`src/rtl/alu_cc_pkg.sv`:
```
package alu_cc_pkg;

    typedef enum logic [3:0] {
        FN_ADD = 4'd0,
        FN_SUB = 4'd1,
        FN_AND = 4'd2,
        FN_XOR = 4'd3
    } alu_fn_e;

    typedef enum logic [3:0] {
        CC_ALWAYS = 4'd0,
        CC_LE     = 4'd1,
        CC_LT     = 4'd2,
        CC_EQ     = 4'd3,
        CC_NE     = 4'd4,
        CC_GE     = 4'd5,
        CC_GT     = 4'd6
    } cond_code_e;

    typedef struct packed {
        logic zero;
        logic sign;
        logic ovf;
    } flags_t;

    localparam flags_t FLAGS_RESET = '{zero: 1'b1, sign: 1'b0, ovf: 1'b0};

endpackage

```
`src/rtl/alu_datapath.sv`:
```
module alu_datapath
    import alu_cc_pkg::*;
#(
    parameter int WIDTH = 32
) (
    input  logic [WIDTH-1:0] a_i,
    input  logic [WIDTH-1:0] b_i,
    input  logic [3:0]       func_i,
    output logic [WIDTH-1:0] res_o,
    output logic             ovf_o,
    output logic             valid_o
);
    localparam int MSB = WIDTH - 1;

    logic [WIDTH-1:0] sum_w;
    logic [WIDTH-1:0] diff_w;

    assign sum_w  = a_i + b_i;
    assign diff_w = b_i - a_i;

    always_comb begin
        res_o   = '0;
        ovf_o   = 1'b0;
        valid_o = 1'b1;
        case (func_i)
            FN_ADD: begin
                res_o = sum_w;
                ovf_o = (a_i[MSB] == b_i[MSB]) && (sum_w[MSB] != a_i[MSB]);
            end
            FN_SUB: begin
                res_o = diff_w;
                ovf_o = (a_i[MSB] != b_i[MSB]) && (diff_w[MSB] != b_i[MSB]);
            end
            FN_AND: res_o = a_i & b_i;
            FN_XOR: res_o = a_i ^ b_i;
            default: valid_o = 1'b0;
        endcase
    end

    // a logical function never reports overflow
    always_comb begin
        if (func_i == FN_AND || func_i == FN_XOR) begin
            a_r5_logic_no_ovf: assert (ovf_o == 1'b0);
        end
    end

endmodule

```
`src/rtl/alu_cond_eval.sv`:
```
module alu_cond_eval
    import alu_cc_pkg::*;
(
    input  logic   clk,
    input  logic   rst_n,
    input  flags_t flags_i,
    input  logic [3:0] cond_i,
    output logic   hit_o
);
    logic lt_w;

    assign lt_w = flags_i.sign ^ flags_i.ovf;

    always_comb begin
        case (cond_i)
            CC_ALWAYS: hit_o = 1'b1;
            CC_LE:     hit_o = lt_w | flags_i.zero;
            CC_LT:     hit_o = lt_w;
            CC_EQ:     hit_o = flags_i.zero;
            CC_NE:     hit_o = ~flags_i.zero;
            CC_GE:     hit_o = ~lt_w;
            CC_GT:     hit_o = ~lt_w & ~flags_i.zero;
            default:   hit_o = 1'b0;
        endcase
    end

    // unconditional code is always true, reserved codes never
    a_r8_always_true: assert property (@(posedge clk) disable iff (!rst_n)
        (cond_i == CC_ALWAYS) |-> hit_o);
    a_r8_reserved_false: assert property (@(posedge clk) disable iff (!rst_n)
        (cond_i > 4'd6) |-> !hit_o);

endmodule

```
`src/rtl/alu_cc_unit.sv`:
```
module alu_cc_unit
    import alu_cc_pkg::*;
#(
    parameter int WIDTH = 32
) (
    input  logic             clk,
    input  logic             rst_n,
    input  logic [WIDTH-1:0] opnd_a_i,
    input  logic [WIDTH-1:0] opnd_b_i,
    input  logic [3:0]       func_i,
    input  logic             flag_we_i,
    input  logic [3:0]       cond_i,
    output logic [WIDTH-1:0] result_o,
    output logic             zero_o,
    output logic             sign_o,
    output logic             ovf_o,
    output logic             cond_true_o
);
    localparam int MSB = WIDTH - 1;

    typedef struct packed {
        flags_t flags;
    } state_t;

    state_t state_d, state_q;

    logic [WIDTH-1:0] res_w;
    logic             ovf_w;
    logic             valid_w;

    alu_datapath #(.WIDTH(WIDTH)) u_path (
        .a_i     (opnd_a_i),
        .b_i     (opnd_b_i),
        .func_i  (func_i),
        .res_o   (res_w),
        .ovf_o   (ovf_w),
        .valid_o (valid_w)
    );

    always_comb begin
        state_d = state_q;
        if (flag_we_i && valid_w) begin
            state_d.flags.zero = (res_w == '0);
            state_d.flags.sign = res_w[MSB];
            state_d.flags.ovf  = ovf_w;
        end
    end

    always_ff @(posedge clk) begin
        if (!rst_n) begin
            state_q.flags <= FLAGS_RESET;
        end else begin
            state_q <= state_d;
        end
    end

    alu_cond_eval u_cond (
        .clk     (clk),
        .rst_n   (rst_n),
        .flags_i (state_q.flags),
        .cond_i  (cond_i),
        .hit_o   (cond_true_o)
    );

    assign result_o = res_w;
    assign zero_o   = state_q.flags.zero;
    assign sign_o   = state_q.flags.sign;
    assign ovf_o    = state_q.flags.ovf;

    // stored zero and sign follow the result of the writing cycle
    a_r4_zero_tracks: assert property (@(posedge clk) disable iff (!rst_n)
        (flag_we_i && func_i < 4'd4) |=> (zero_o == ($past(result_o) == '0)));
    a_r4_sign_tracks: assert property (@(posedge clk) disable iff (!rst_n)
        (flag_we_i && func_i < 4'd4) |=> (sign_o == $past(result_o[MSB])));
    // no write enable or an unused function leaves the flags alone
    a_r6_hold_flags: assert property (@(posedge clk) disable iff (!rst_n)
        (!flag_we_i || func_i > 4'd3) |=> $stable({zero_o, sign_o, ovf_o}));
    a_r6_unused_zero: assert property (@(posedge clk) disable iff (!rst_n)
        (func_i > 4'd3) |-> (result_o == '0));
    // equality test reads the stored zero flag
    a_r9_eq_reads_stored: assert property (@(posedge clk) disable iff (!rst_n)
        (cond_i == 4'd3) |-> (cond_true_o == zero_o));

endmodule

```
`config.mk`:
```
export PLATFORM = sky130hd
export DESIGN_NAME = alu_cc_unit
export DESIGN_NICKNAME = d
export VERILOG_FILES = /design/src/rtl/alu_cc_pkg.sv /design/src/rtl/alu_datapath.sv /design/src/rtl/alu_cond_eval.sv /design/src/rtl/alu_cc_unit.sv
export SDC_FILE = /design/constraint.sdc
export NUM_CORES = 1
export LEC_CHECK = 0
export BUFFER_PORTS_ARGS = -buffer_cell sky130_fd_sc_hd__buf_4
export CAP_MARGIN = 30
export CORE_MARGIN = 10
export CORE_UTILIZATION = 50
export CTS_CLUSTER_DIAMETER = 100
export DETAILED_ROUTE_END_ITERATION = 12
export PLACE_DENSITY = 0.84
export SLEW_MARGIN = 30
export SYNTH_ARGS = -nofsm -noshare
export SYNTH_HDL_FRONTEND = slang
export SYNTH_SLANG_ARGS = --single-unit
```
`constraint.sdc`:
```
create_clock -name clk -period 10.1 [get_ports clk]
set_clock_uncertainty 0.1 [all_clocks]
set_input_delay 1.515 -clock clk [delete_from_list [all_inputs] [get_ports clk]]
set_output_delay 1.515 -clock clk [all_outputs]
set_load 0.01 [all_outputs]
```
# ---- Word-level counts from Yosys, hierarchy flattened
# Index checks and enable logic that the tools add are counted.
dict set report word_totals {
  register_bits 3
  word_cells 36
}
dict set report classes {
  n_bitwise 7
  n_mux 4
  eq_ne 13
  n_addsub 2
  n_reduce_logical 7
}
# op count
set op_table {}
lappend op_table {{32-bit case mux with 4 select lines} 1}
lappend op_table {{32-bit adder} 1}
lappend op_table {{32-bit bitwise AND} 1}
lappend op_table {{32-bit logical NOT} 1}
lappend op_table {{32-bit subtractor} 1}
lappend op_table {{32-bit XOR} 1}
lappend op_table {{4-bit by 2-bit equality test with 1-bit output (second input constant)} 4}
lappend op_table {{4-bit by 3-bit equality test with 1-bit output (second input constant)} 3}
lappend op_table {{4-bit by 1-bit equality test with 1-bit output (second input constant)} 2}
lappend op_table {{4-bit logical NOT} 2}
lappend op_table {{1-bit case mux with 7 select lines} 1}
lappend op_table {{4-bit OR reduction} 1}
lappend op_table {{1-bit logical AND} 3}
lappend op_table {{1-bit inequality test} 3}
lappend op_table {{1-bit inverter} 2}
lappend op_table {{1-bit case mux with 2 select lines} 1}
lappend op_table {{1-bit bitwise AND} 1}
lappend op_table {{1-bit equality test} 1}
lappend op_table {{1-bit 2-to-1 mux} 1}
lappend op_table {{1-bit bitwise OR} 1}
lappend op_table {{1-bit XOR} 1}

# ---- Longest topological paths before layout
# Gate-level depths: netlist of the first run.
dict set report logic_depth {
  depth_word 4
  depth_mapped 14
  depth_no_buf 14
}

# ---- Hierarchy
# From an unflattened synthesis of the first run, not the netlist that was laid out.
dict set report hier_totals {
  cells_unflattened 720
  area_unflattened_um2 4569.4
}
# module instances area_per_inst_um2 cells_each
set by_module_without_submodules {}
lappend by_module_without_submodules {alu_datapath 1 4289.1 688}
lappend by_module_without_submodules {alu_cc_unit 1 198.9 22}
lappend by_module_without_submodules {alu_cond_eval 1 81.3 10}

# ---- Worst setup path before layout of the first run
# OpenSTA, ideal clock, no wires.
dict set report synth_path {
  kind {in2out}
  start {in opnd_a_i[12]}
  end {out result_o[31]}
  arrival_ns 3.963
  required_time_ns 8.485
  slack_ns 4.522
  path_stages 12
  cell_sequence {inv_1 > ha_1 > buf_2 > a21o_1 > a31oi_2 > o32ai_1 > a2111oi_2 > a21oi_1 > a311oi_2 > nand2_1 > o2bb2a_2 > o211ai_2}
}
dict set report synth_between {
  elab_chain_len 2
  elab_cells_between_ends 3
  classes_between {add/sub: 2; mux: 1}
}
# element line
set synth_rtl {}
lappend synth_rtl {{start: declaration} alu_cc_unit.sv:8} ;# input logic [WIDTH-1:0] opnd_a_i,
lappend synth_rtl {{32-bit subtractor / 32-bit adder (equally long branches)} {alu_datapath.sv:19, alu_datapath.sv:18}}
lappend synth_rtl {{32-bit case mux with 4 select lines (*)} alu_datapath.sv:25} ;# case (func_i)
lappend synth_rtl {{end: declaration} alu_cc_unit.sv:13} ;# output logic [WIDTH-1:0] result_o,
# Mark *: on every way between the ends. The rest lies on a longest branch, timed or not.

# ---- Worst setup path in the final report of the first run
dict set report layout_path {
  start {in opnd_a_i[6]}
  end {out result_o[31]}
}
# The elaborated chain is that of the path after synthesis.

==> impl_metrics.json, run 1 <==
{
  "grt_pass1_wl_um": 31300,
  "core_area_um2": 10300,
  "fin_tns_setup_ps": 0,
  "detailed_place_hpwl_um": 15500,
  "grt_max_degree": 29,
  "initialDrtViolationCount": 1048,
  "nNetsFinal": 1019,
  "path_depth": 13,
  "min_delay_startpoint": "zero_o$_SDFFE_PN1P_",
  "vdd.ir_drop.worst_mv": 0.0553,
  "numPortBuffers": 110,
  "max-slew-margin-rel": 0.360,
  "postSynthNetCount": 948,
  "worst_hold_path.num_cells": 2,
  "worst-setup-path-type": "primary input to output port",
  "power.leakage_nw": 2.70,
  "area_growth_pct": 16.4,
  "finalSetupViolations": 0,
  "cts_setup_buffers": 0,
  "final_antenna_net_count": 0,
  "final_util": 0.593,
  "grt_antenna_before_repair": 0,
  "drt_first_pass_iters": 6,
  "critPathLaunchType": "primary input",
  "critical_register_to_register_path_endpoint": "sign_o$_SDFFE_PN0P_",
  "grt_pass1_vias": 6248,
  "clk_pin_slew_worst_paths_ps": 30,
  "report.final.slew_viol_count": 0,
  "cts_tree": "done",
  "die_width_um": 122,
  "outcome": "finished, final reports clean",
  "crit_fanout": 10,
  "routabilityCongestion": 1.00,
  "worst_path_max_delay_cell": "ha_1",
  "num_io_pins": 111,
  "yosysWarningCount": 0,
  "placementRows": 37,
  "final_worst_path_period_need_ps": 6390,
  "clkSinkCount": 3,
  "place.detailed.instances": 1009,
  "ctsRootBufferMaster": "clkbuf_8",
  "clockBufferDepth": 2,
  "worst_ep_required_time_ps": 8490,
  "num-fill-cells": 1031,
  "syn-cell-area_um2": 5230,
  "dieHeight_um": 122,
  "routed_wire_length_per_instance_um": 19.8,
  "gr-total-overflow": 0,
  "worstReg2RegStart": "sign_o$_SDFFE_PN0P_",
  "final_design_area_no_fill_um2": 6090,
  "arrival_ps": 4780,
  "tightestPinTransition_ps": 957,
  "total_clock_buffers_created_by_cts": 3,
  "vias_per_cell": 6.76,
  "starting_density_of_the_core": 0.509,
  "synth-edff-count": 0,
  "ctsHtreeMaxLevel": 1,
  "synthArstFlopShare": 0,
  "gate_family_responsible_for_the_most_delay_along_the_worst_path": "compound AO/OA/AOI/OAI gates",
  "count_of_buffering_cells_on_the_critical_path_with_inverters_included": 3,
  "routed-via-count": 6844,
  "r2r_slack_ps": 9340,
  "holdBufCountCts": 0,
  "achievable-frequency_ghz": 0.156,
  "p_per_area_nw_per_um2": 67.0,
  "drc": 0,
  "timing.critical_path.to_type": "output port",
  "placed_cell_area_um2": 6050,
  "reg2regPathDepth": 2,
  "grt_setup_unrepaired": "false",
  "cts_repair_resize_count": 0,
  "timing.hold.worst.class": "flip-flop to flip-flop",
  "report.final.hold_viol_count": 0,
  "layout.cells.non_filler": 1013,
  "clkLatencyLatePin_ps": 230,
  "gate_count_post_synth": 807,
  "ys_types": 94,
  "drive_gt1_frac": 0.168,
  "register_bit_count_reported_by_yosys": 3,
  "totalWireLength_um": 20100,
  "number_of_inserted_diodes": 0,
  "fp.dieArea_um2": 15000,
  "min_to": "zero_o$_SDFFE_PN1P_",
  "max_cap_violations": 0,
  "synth_seq_area_share": 0.0115,
  "cp_cell_instances": "buf_4 -> inv_1 -> ha_1 -> a21oi_1 -> a2111oi_0 -> o21ai_0 -> a211o_1 -> a21oi_1 -> a311oi_2 -> nor3b_1 -> a31oi_1 -> o211ai_2 -> buf_4",
  "worst_hold_margin_ps": 457,
  "final_min_period_over_clock_period": 0.633,
  "groute.usage.overall": 0.249,
  "worst_path_largest_cell_delay_ps": 470,
  "ys.flop_type": "dfxtp_1",
  "synthesis.area_per_instance_um2": 6.48
}
-- sequential cells by signal, indices dropped and copies added (netlist names) --
name	cells
ovf_o	1
sign_o	1
zero_o	1
-- how the worst max path moves through the flow --
stage	start	slack [ps]	endpoint
2_1_floorplan	opnd_a_i[12]	4520	result_o[31]
5_1_grt	opnd_a_i[6]	3530	result_o[31]
4_1_cts	opnd_a_i[6]	3830	result_o[31]
6_report	opnd_a_i[6]	3710	result_o[31]
3_3_place_gp	opnd_a_i[12]	3970	result_o[31]
3_5_place_dp	opnd_a_i[6]	3860	result_o[31]
-- area by class of cell --
| type | instances | area (µm²) | share of cell area |
|---|---|---|---|
| inverter | 63 | 238 | 0.0390 |
| sequential | 3 | 60.1 | 0.00986 |
| tap | 136 | 170 | 0.0279 |
| multi-input combinational | 694 | 4730 | 0.777 |
| timing repair buffer | 113 | 848 | 0.139 |
| clock buffer | 4 | 45.0 | 0.00740 |
-- cells in the mapped netlist, drive strengths merged (9+ instances only) --
cell    instances  area, µm²
buf            15       85.1
o21ai          50        254
nor2b          14       87.6
inv            62        233
nand2          68        255
o31ai          20        155
nor4           15        113
or3            10       62.6
o21a            9       67.6
nand3          19       95.1
nand4          20        125
a31oi          12       81.3
a21oi          67        347
mux2i          16        160
nor3           33        170
ha             64        801
a21o           16        120
o211ai         18        145
clkbuf         32        120
nor2           85        319
xnor2          17        149
-- kinds of logic after synthesis --
logic type	count (synthesis)	share of synthesized area
AOI/OAI and AO/OA	282	0.377
buffers and inverters	110	0.0846
muxes	20	0.0414
DFF	3	0.0115
xor gates and xnor gates	19	0.0318
adders and majority gates	66	0.161
and+or+nand+nor	307	0.293
-- cells in the final DEF, fill, tap and decap left out, drive strengths merged, types with 20 or more instances in the layout --
cell / count
o31ai: 20
o21ai: 50
a21oi: 67
nor3: 33
nand4: 20
ha: 64
nand2: 68
buf: 113
nor2: 85
inv: 62
-- power breakdown --
part           total (mW)  internal, mW  switching (mW)
clock              0.0379        0.0272          0.0107
combinational       0.357         0.139           0.218
sequential         0.0132        0.0125        0.000609
total               0.408         0.179           0.229
-- per-stage QoR --
step	setup WS [ps]	power [mW]
final	3710	0.408
after global routing	3530	0.438
after CTS	3830	0.398
after detailed placement	3860	0.357
after global placement	3970	0.356
after floorplan	4520	0.249
-- routing by layer --
| metal | vias up | global-route usage | share of wire |
|---|---|---|---|
| met5 | - | 0 | 0 |
| met4 | 0 | 0.0773 | 0.032 |
| met3 | 73 | 0.0459 | 0.13 |
| met2 | 518 | 0.394 | 0.44 |
| met1 | 3089 | 0.334 | 0.40 |
| li1 | 3164 | - | - |
-- worst register-to-register path, cell delays in order (launching register included) --
cell     delay (ps)
dfxtp_1         320
o21ai_0         170
nor2_1           60
(Power assumes the default switching activity.)
==> run 2, diff against run 1 <==
==> constraint.sdc (replaced) <==
create_clock -name clk -period 6.2 [get_ports clk]
set_clock_uncertainty 0.1 [all_clocks]
set_input_delay 0.93 -clock clk [delete_from_list [all_inputs] [get_ports clk]]
set_output_delay 0.93 -clock clk [all_outputs]
set_load 0.01 [all_outputs]
==> run 2 against run 1 <==
  * Die area stayed put
  * Via count is 0.15% higher
  * Global-route usage is 1.1 points higher
  * Flip-flop and latch count stayed put
  * Critical path depth stayed put
  * Sequential power is 63% higher
  * Clock power is 62% higher
  * Power is 64% higher
==> impl_metrics.json, run 2 (synthesized netlist as in run 1, its figures left out) <==
{
  "drt_first_pass_iters": 6,
  "total_clock_buffers_created_by_cts": 3,
  "power_switching_mw": 0.377,
  "gr-total-overflow": 0,
  "placementRows": 37,
  "vdd.ir_drop.worst_mv": 0.0816,
  "report.final.hold_viol_count": 0,
  "arrival_ps": 4060,
  "finalSetupViolations": 0,
  "min_to": "zero_o$_SDFFE_PN1P_",
  "grt_pass1_wl_um": 32600,
  "cts_setup_buffers": 0,
  "drive_gt1_frac": 0.169,
  "worst_hold_margin_ps": 462,
  "worstReg2RegStart": "ovf_o$_SDFFE_PN0P_",
  "clkSinkCount": 3,
  "grt_setup_unrepaired": "false",
  "area_growth_pct": 16.5,
  "min_delay_startpoint": "zero_o$_SDFFE_PN1P_",
  "initialDrtViolationCount": 1058,
  "routabilityCongestion": 1.02,
  "fin_tns_setup_ps": 0,
  "power.clock.fraction": 0.092,
  "worst_hold_path.num_cells": 2,
  "critPathLaunchType": "primary input",
  "final_antenna_net_count": 0,
  "reg2regPathDepth": 2,
  "final_worst_path_period_need_ps": 5090,
  "sequentialPowerShare": 0.032,
  "cts_tree": "done",
  "totalWireLength_um": 20600,
  "groute.usage.overall": 0.260,
  "ctsHtreeMaxLevel": 1,
  "timing.hold.worst.class": "flip-flop to flip-flop",
  "tightestPinTransition_ps": 967,
  "r2r_slack_ps": 5420,
  "clockBufferDepth": 2,
  "crit_fanout": 10,
  "grt_antenna_before_repair": 0,
  "timing.critical_path.to_type": "output port",
  "starting_density_of_the_core": 0.509,
  "routed-via-count": 6854,
  "clkLatencyLatePin_ps": 230,
  "clk_pin_slew_worst_paths_ps": 40,
  "outcome": "finished, final reports clean",
  "number_of_inserted_diodes": 0,
  "drc": 0,
  "worst-setup-path-type": "primary input to output port",
  "vias_per_cell": 6.76,
  "commonest_cells_after_routing_fill_and_taps_aside": "buf_4 (114), nor2_1 (85), nand2_1 (68)",
  "cellInternalPower_mw": 0.291,
  "holdBufCountCts": 0,
  "power.switching_fraction": 0.564,
  "report.final.slew_viol_count": 0,
  "critical_register_to_register_path_endpoint": "ovf_o$_SDFFE_PN0P_",
  "power.leakage_nw": 2.70,
  "nNetsFinal": 1020,
  "max_cap_violations": 0,
  "core_area_um2": 10300,
  "achievable-frequency_ghz": 0.196,
  "max-slew-margin-rel": 0.353,
  "grt_max_degree": 29,
  "num_io_pins": 111,
  "die_width_um": 122,
  "p_per_area_nw_per_um2": 110,
  "dieHeight_um": 122,
  "combinationalPowerShare": 0.876,
  "cts_repair_resize_count": 0,
  "routed_wire_length_per_instance_um": 20.4,
  "grt_pass1_vias": 6510,
  "ctsRootBufferMaster": "clkbuf_8",
  "numPortBuffers": 110,
  "layout.cells.most_common": "buf_4",
  "detailed_place_hpwl_um": 15900,
  "fp.dieArea_um2": 15000,
  "final_min_period_over_clock_period": 0.821,
  "worst_ep_required_time_ps": 5170
}
## run 2: changes by cell type in the layout (fill, tap and decap cells not counted)
cell   previous run  this run
buf_4           113       114
## run 2: how the worst max path moves through the flow
stage	cells after the start	end	slack, ps	startpoint
CTS	13	result_o[31]	1180	opnd_a_i[12]
floorplan	12	result_o[31]	1790	opnd_a_i[12]
finish	13	result_o[31]	1110	opnd_a_i[6]
global route	13	result_o[31]	970	opnd_a_i[10]
global placement	13	result_o[31]	1220	opnd_a_i[12]
detailed placement	13	result_o[31]	1190	opnd_a_i[12]
## run 2: critical path, cell delays in order
cell	delay (ps)
buf_4	90
inv_1	30
ha_1	470
nand2_1	160
a2111oi_0	400
o21ai_0	330
a211o_1	390
a21oi_1	270
a311oi_2	210
nor3b_1	340
a31oi_1	150
o211ai_2	130
buf_4	160
## run 2: power by group through the flow
| stage | combinational, mW | sequential [mW] | clock (mW) |
|---|---|---|---|
| 2_1_floorplan | 0.383 | 0.0220 | 0 |
| 3_3_place_gp | 0.560 | 0.0217 | 0 |
| 3_5_place_dp | 0.564 | 0.0218 | 0 |
| 4_1_cts | 0.567 | 0.0215 | 0.0623 |
| 5_1_grt | 0.632 | 0.0216 | 0.0636 |
| 6_report | 0.586 | 0.0215 | 0.0614 |
## run 2: routing by layer
layer	vias to the layer above	wire (µm)	track usage	part of all wire
met2	499	9040	0.420	0.44
met4	0	656	0.104	0.032
li1	3158	-	-	-
met1	3124	8520	0.334	0.41
met3	73	2420	0.0464	0.12
met5	-	0	0	0
## run 2: layout make-up
| cell class | instances | area (µm²) |
|---|---|---|
| clock buffers | 4 | 45.0 |
| fillers | 1028 | 4180 |
| inverters | 63 | 238 |
| multi-input cells | 694 | 4730 |
| flip-flops and latches | 3 | 60.1 |
| well taps | 136 | 170 |
| repair buffers | 114 | 856 |
## run 2: per-stage QoR
step           area (µm²)  cells  total power [mW]  setup slack [ps]  utilization
5_1_grt              6100   1014             0.717               970        0.593
3_5_place_dp         6050   1010             0.586              1190        0.589
3_3_place_gp         6050   1010             0.582              1220        0.589
6_report             6100   1014             0.669              1110        0.593
2_1_floorplan        5230    807             0.405              1790            -
4_1_cts              6100   1014             0.651              1180        0.593
==> run 3, diff against run 2 <==
--- a/config.mk
+++ b/config.mk
@@ -5,13 +5,14 @@
 export SDC_FILE = /design/constraint.sdc
 export NUM_CORES = 1
 export LEC_CHECK = 0
+export ABC_AREA = 1
 export BUFFER_PORTS_ARGS = -buffer_cell sky130_fd_sc_hd__buf_4
 export CAP_MARGIN = 30
 export CORE_MARGIN = 10
 export CORE_UTILIZATION = 50
 export CTS_CLUSTER_DIAMETER = 100
 export DETAILED_ROUTE_END_ITERATION = 12
-export PLACE_DENSITY = 0.84
+export PLACE_DENSITY = 0.82
 export SLEW_MARGIN = 30
 export SYNTH_ARGS = -nofsm -noshare
 export SYNTH_HDL_FRONTEND = slang
==> constraint.sdc (replaced) <==
create_clock -name clk -period 4.8 [get_ports clk]
set_clock_uncertainty 0.1 [all_clocks]
set_input_delay 0.72 -clock clk [delete_from_list [all_inputs] [get_ports clk]]
set_output_delay 0.72 -clock clk [all_outputs]
set_load 0.01 [all_outputs]
==> run 3 against run 2 <==
  * Worst hold slack worse by 22 ps
  * Flip-flop and latch count unchanged
  * Core utilization is 1.3 points lower
  * Combinational power rose by 45%
  * Final area increased by 22%
  * Power rose by 51%
  * Count of clock-buffer cells in the layout is the same
  * Sequential share of layout area fell by 0.17 points
  * Largest power group unchanged
  * Highest routed layer is now met5
==> impl_metrics.json, run 3 <==
{
  "grt_antenna_before_repair": 1,
  "min_to": "ovf_o$_SDFFE_PN0P_",
  "gate_count_post_synth": 1265,
  "layout.cells.non_filler": 1515,
  "postSynthNetCount": 1406,
  "fin_tns_setup_ps": 0,
  "yosysWarningCount": 0,
  "totalPowerFinal_mw": 1.01,
  "area_growth_pct": 12.1,
  "drc": 0,
  "synthesis.area_per_instance_um2": 5.23,
  "p_per_area_nw_per_um2": 137,
  "routabilityCongestion": 1.07,
  "ctsHtreeMaxLevel": 1,
  "nNetsFinal": 1485,
  "worst_hold_path.num_cells": 2,
  "detailed_place_hpwl_um": 20800,
  "critical_register_to_register_path_endpoint": "zero_o$_SDFFE_PN1P_",
  "final_worst_path_period_need_ps": 3880,
  "ys_types": 42,
  "cts_setup_buffers": 0,
  "worst-setup-path-type": "primary input to output port",
  "num_io_pins": 111,
  "timing.hold.worst.class": "flip-flop to flip-flop",
  "final_design_area_no_fill_um2": 7420,
  "ctsRootBufferMaster": "clkbuf_16",
  "cts_repair_resize_count": 0,
  "max_cap_violations": 0,
  "numPortBuffers": 110,
  "achievable-frequency_ghz": 0.257,
  "clk_pin_slew_worst_paths_ps": 30,
  "power.leakage_nw": 4.40,
  "total_clock_buffers_created_by_cts": 3,
  "outcome": "finished, final reports clean",
  "routed_wire_length_per_instance_um": 16.0,
  "synthMostInstantiatedCell": "nand2_1",
  "min_delay_startpoint": "ovf_o$_SDFFE_PN0P_",
  "final_util": 0.581,
  "synthTopCellsByCount": "nand2_1 (389), inv_1 (235), nand3_1 (144)",
  "grt_pass1_vias": 7691,
  "register_bit_count_reported_by_yosys": 3,
  "place.detailed.instances": 1511,
  "fp.dieArea_um2": 18200,
  "clkSinkCount": 3,
  "worstReg2RegStart": "zero_o$_SDFFE_PN1P_",
  "grt_max_degree": 31,
  "gr-total-overflow": 0,
  "arrival_ps": 3060,
  "vias_per_cell": 5.35,
  "groute.usage.overall": 0.255,
  "drive_gt1_frac": 0.197,
  "num-fill-cells": 1364,
  "crit_start": "opnd_a_i[0]",
  "routed-via-count": 8099,
  "tightestPinTransition_ps": 593,
  "synth_seq_area_share": 0.00908,
  "holdBufCountCts": 0,
  "die_width_um": 135,
  "drt_first_pass_iters": 6,
  "placementRows": 41,
  "r2r_slack_ps": 3990,
  "netlist.top_cell.by_area": "nand2_1",
  "placed_cell_area_um2": 7330,
  "syn-cell-area_um2": 6610,
  "grt_pass1_wl_um": 38300,
  "synthTopCellsByArea": "nand2_1 (22%), inv_1 (13%), ha_1 (12%)",
  "max-slew-margin-rel": 0.605,
  "grt_setup_unrepaired": "false",
  "synth_top_area_frac": 0.221,
  "final_antenna_net_count": 0,
  "layout.cells.most_common": "nand2_1",
  "synth-edff-count": 0,
  "number_of_inserted_diodes": 0,
  "report.final.slew_viol_count": 0,
  "final_min_period_over_clock_period": 0.809,
  "clockBufferDepth": 2,
  "core_area_um2": 12800,
  "worst_ep_required_time_ps": 3980,
  "cts_tree": "done",
  "report.final.hold_viol_count": 0,
  "starting_density_of_the_core": 0.518,
  "dieHeight_um": 135,
  "synthArstFlopShare": 0,
  "commonest_cells_after_routing_fill_and_taps_aside": "nand2_1 (388), inv_1 (235), nand3_1 (144)",
  "vdd.ir_drop.worst_mv": 0.0760,
  "initialDrtViolationCount": 867,
  "totalWireLength_um": 24200,
  "reg2regPathDepth": 2,
  "critPathLaunchType": "primary input",
  "crit_fanout": 5,
  "clkLatencyLatePin_ps": 220,
  "finalSetupViolations": 0,
  "ys.flop_type": "dfxtp_1",
  "timing.critical_path.to_type": "output port"
}
[run 3: routing by layer]
metal | wire length (µm) | global-route usage | share of wire
met1 | 10600 | 0.335 | 0.44
met2 | 10800 | 0.424 | 0.45
met3 | 2360 | 0.0486 | 0.097
met4 | 418 | 0.0508 | 0.017
met5 | 14 | 0 | 0.00058
[run 3: worst max path at each step]
stage	to	slack [ps]	cells past startpoint
floorplan	result_o[30]	1670	17
global route	result_o[30]	690	19
finish	result_o[30]	920	18
CTS	result_o[30]	990	18
detailed placement	result_o[30]	1000	18
global placement	result_o[30]	1010	18
[run 3: area by class of cell]
cell class / count / area, µm² / area share
multi-input combinational: 945 / 5170 / 0.697
timing repair buffer: 114 / 856 / 0.115
tap: 172 / 215 / 0.0290
clock buffer: 4 / 78.8 / 0.0106
inverter: 277 / 1040 / 0.140
sequential: 3 / 60.1 / 0.00810
[run 3: cell families after synthesis]
family,count (synthesis),synth area share
simple gates,762,0.548
xor+xnor,4,0.00530
buf+inv,317,0.210
compound gates,113,0.101
fa+ha+maj,66,0.127
flops,3,0.00908
[run 3: metrics by stage]
step / setup slack, ps / hold WS (ps)
floorplan: 1670 / 460
global placement: 1010 / 420
detailed placement: 1000 / 429
CTS: 991 / 437
global route: 690 / 499
finish: 916 / 440
[run 3: worst max-delay path: stages]
cell	delay, ps
buf_4	120
ha_1	200
fa_1	410
inv_1	150
nand3_2	120
nand2_4	150
nand2_1	80
nand2_1	120
nand2_1	110
nand2_2	110
nand3_1	100
nand2_1	110
nand2_1	50
nand3_1	80
nand2_1	110
nor2_2	130
inv_1	50
buf_4	130
[run 3: where the power goes]
group	internal, mW	switching (mW)
clock network	0.110	0.0233
registers	0.0264	0.00128
logic	0.286	0.566
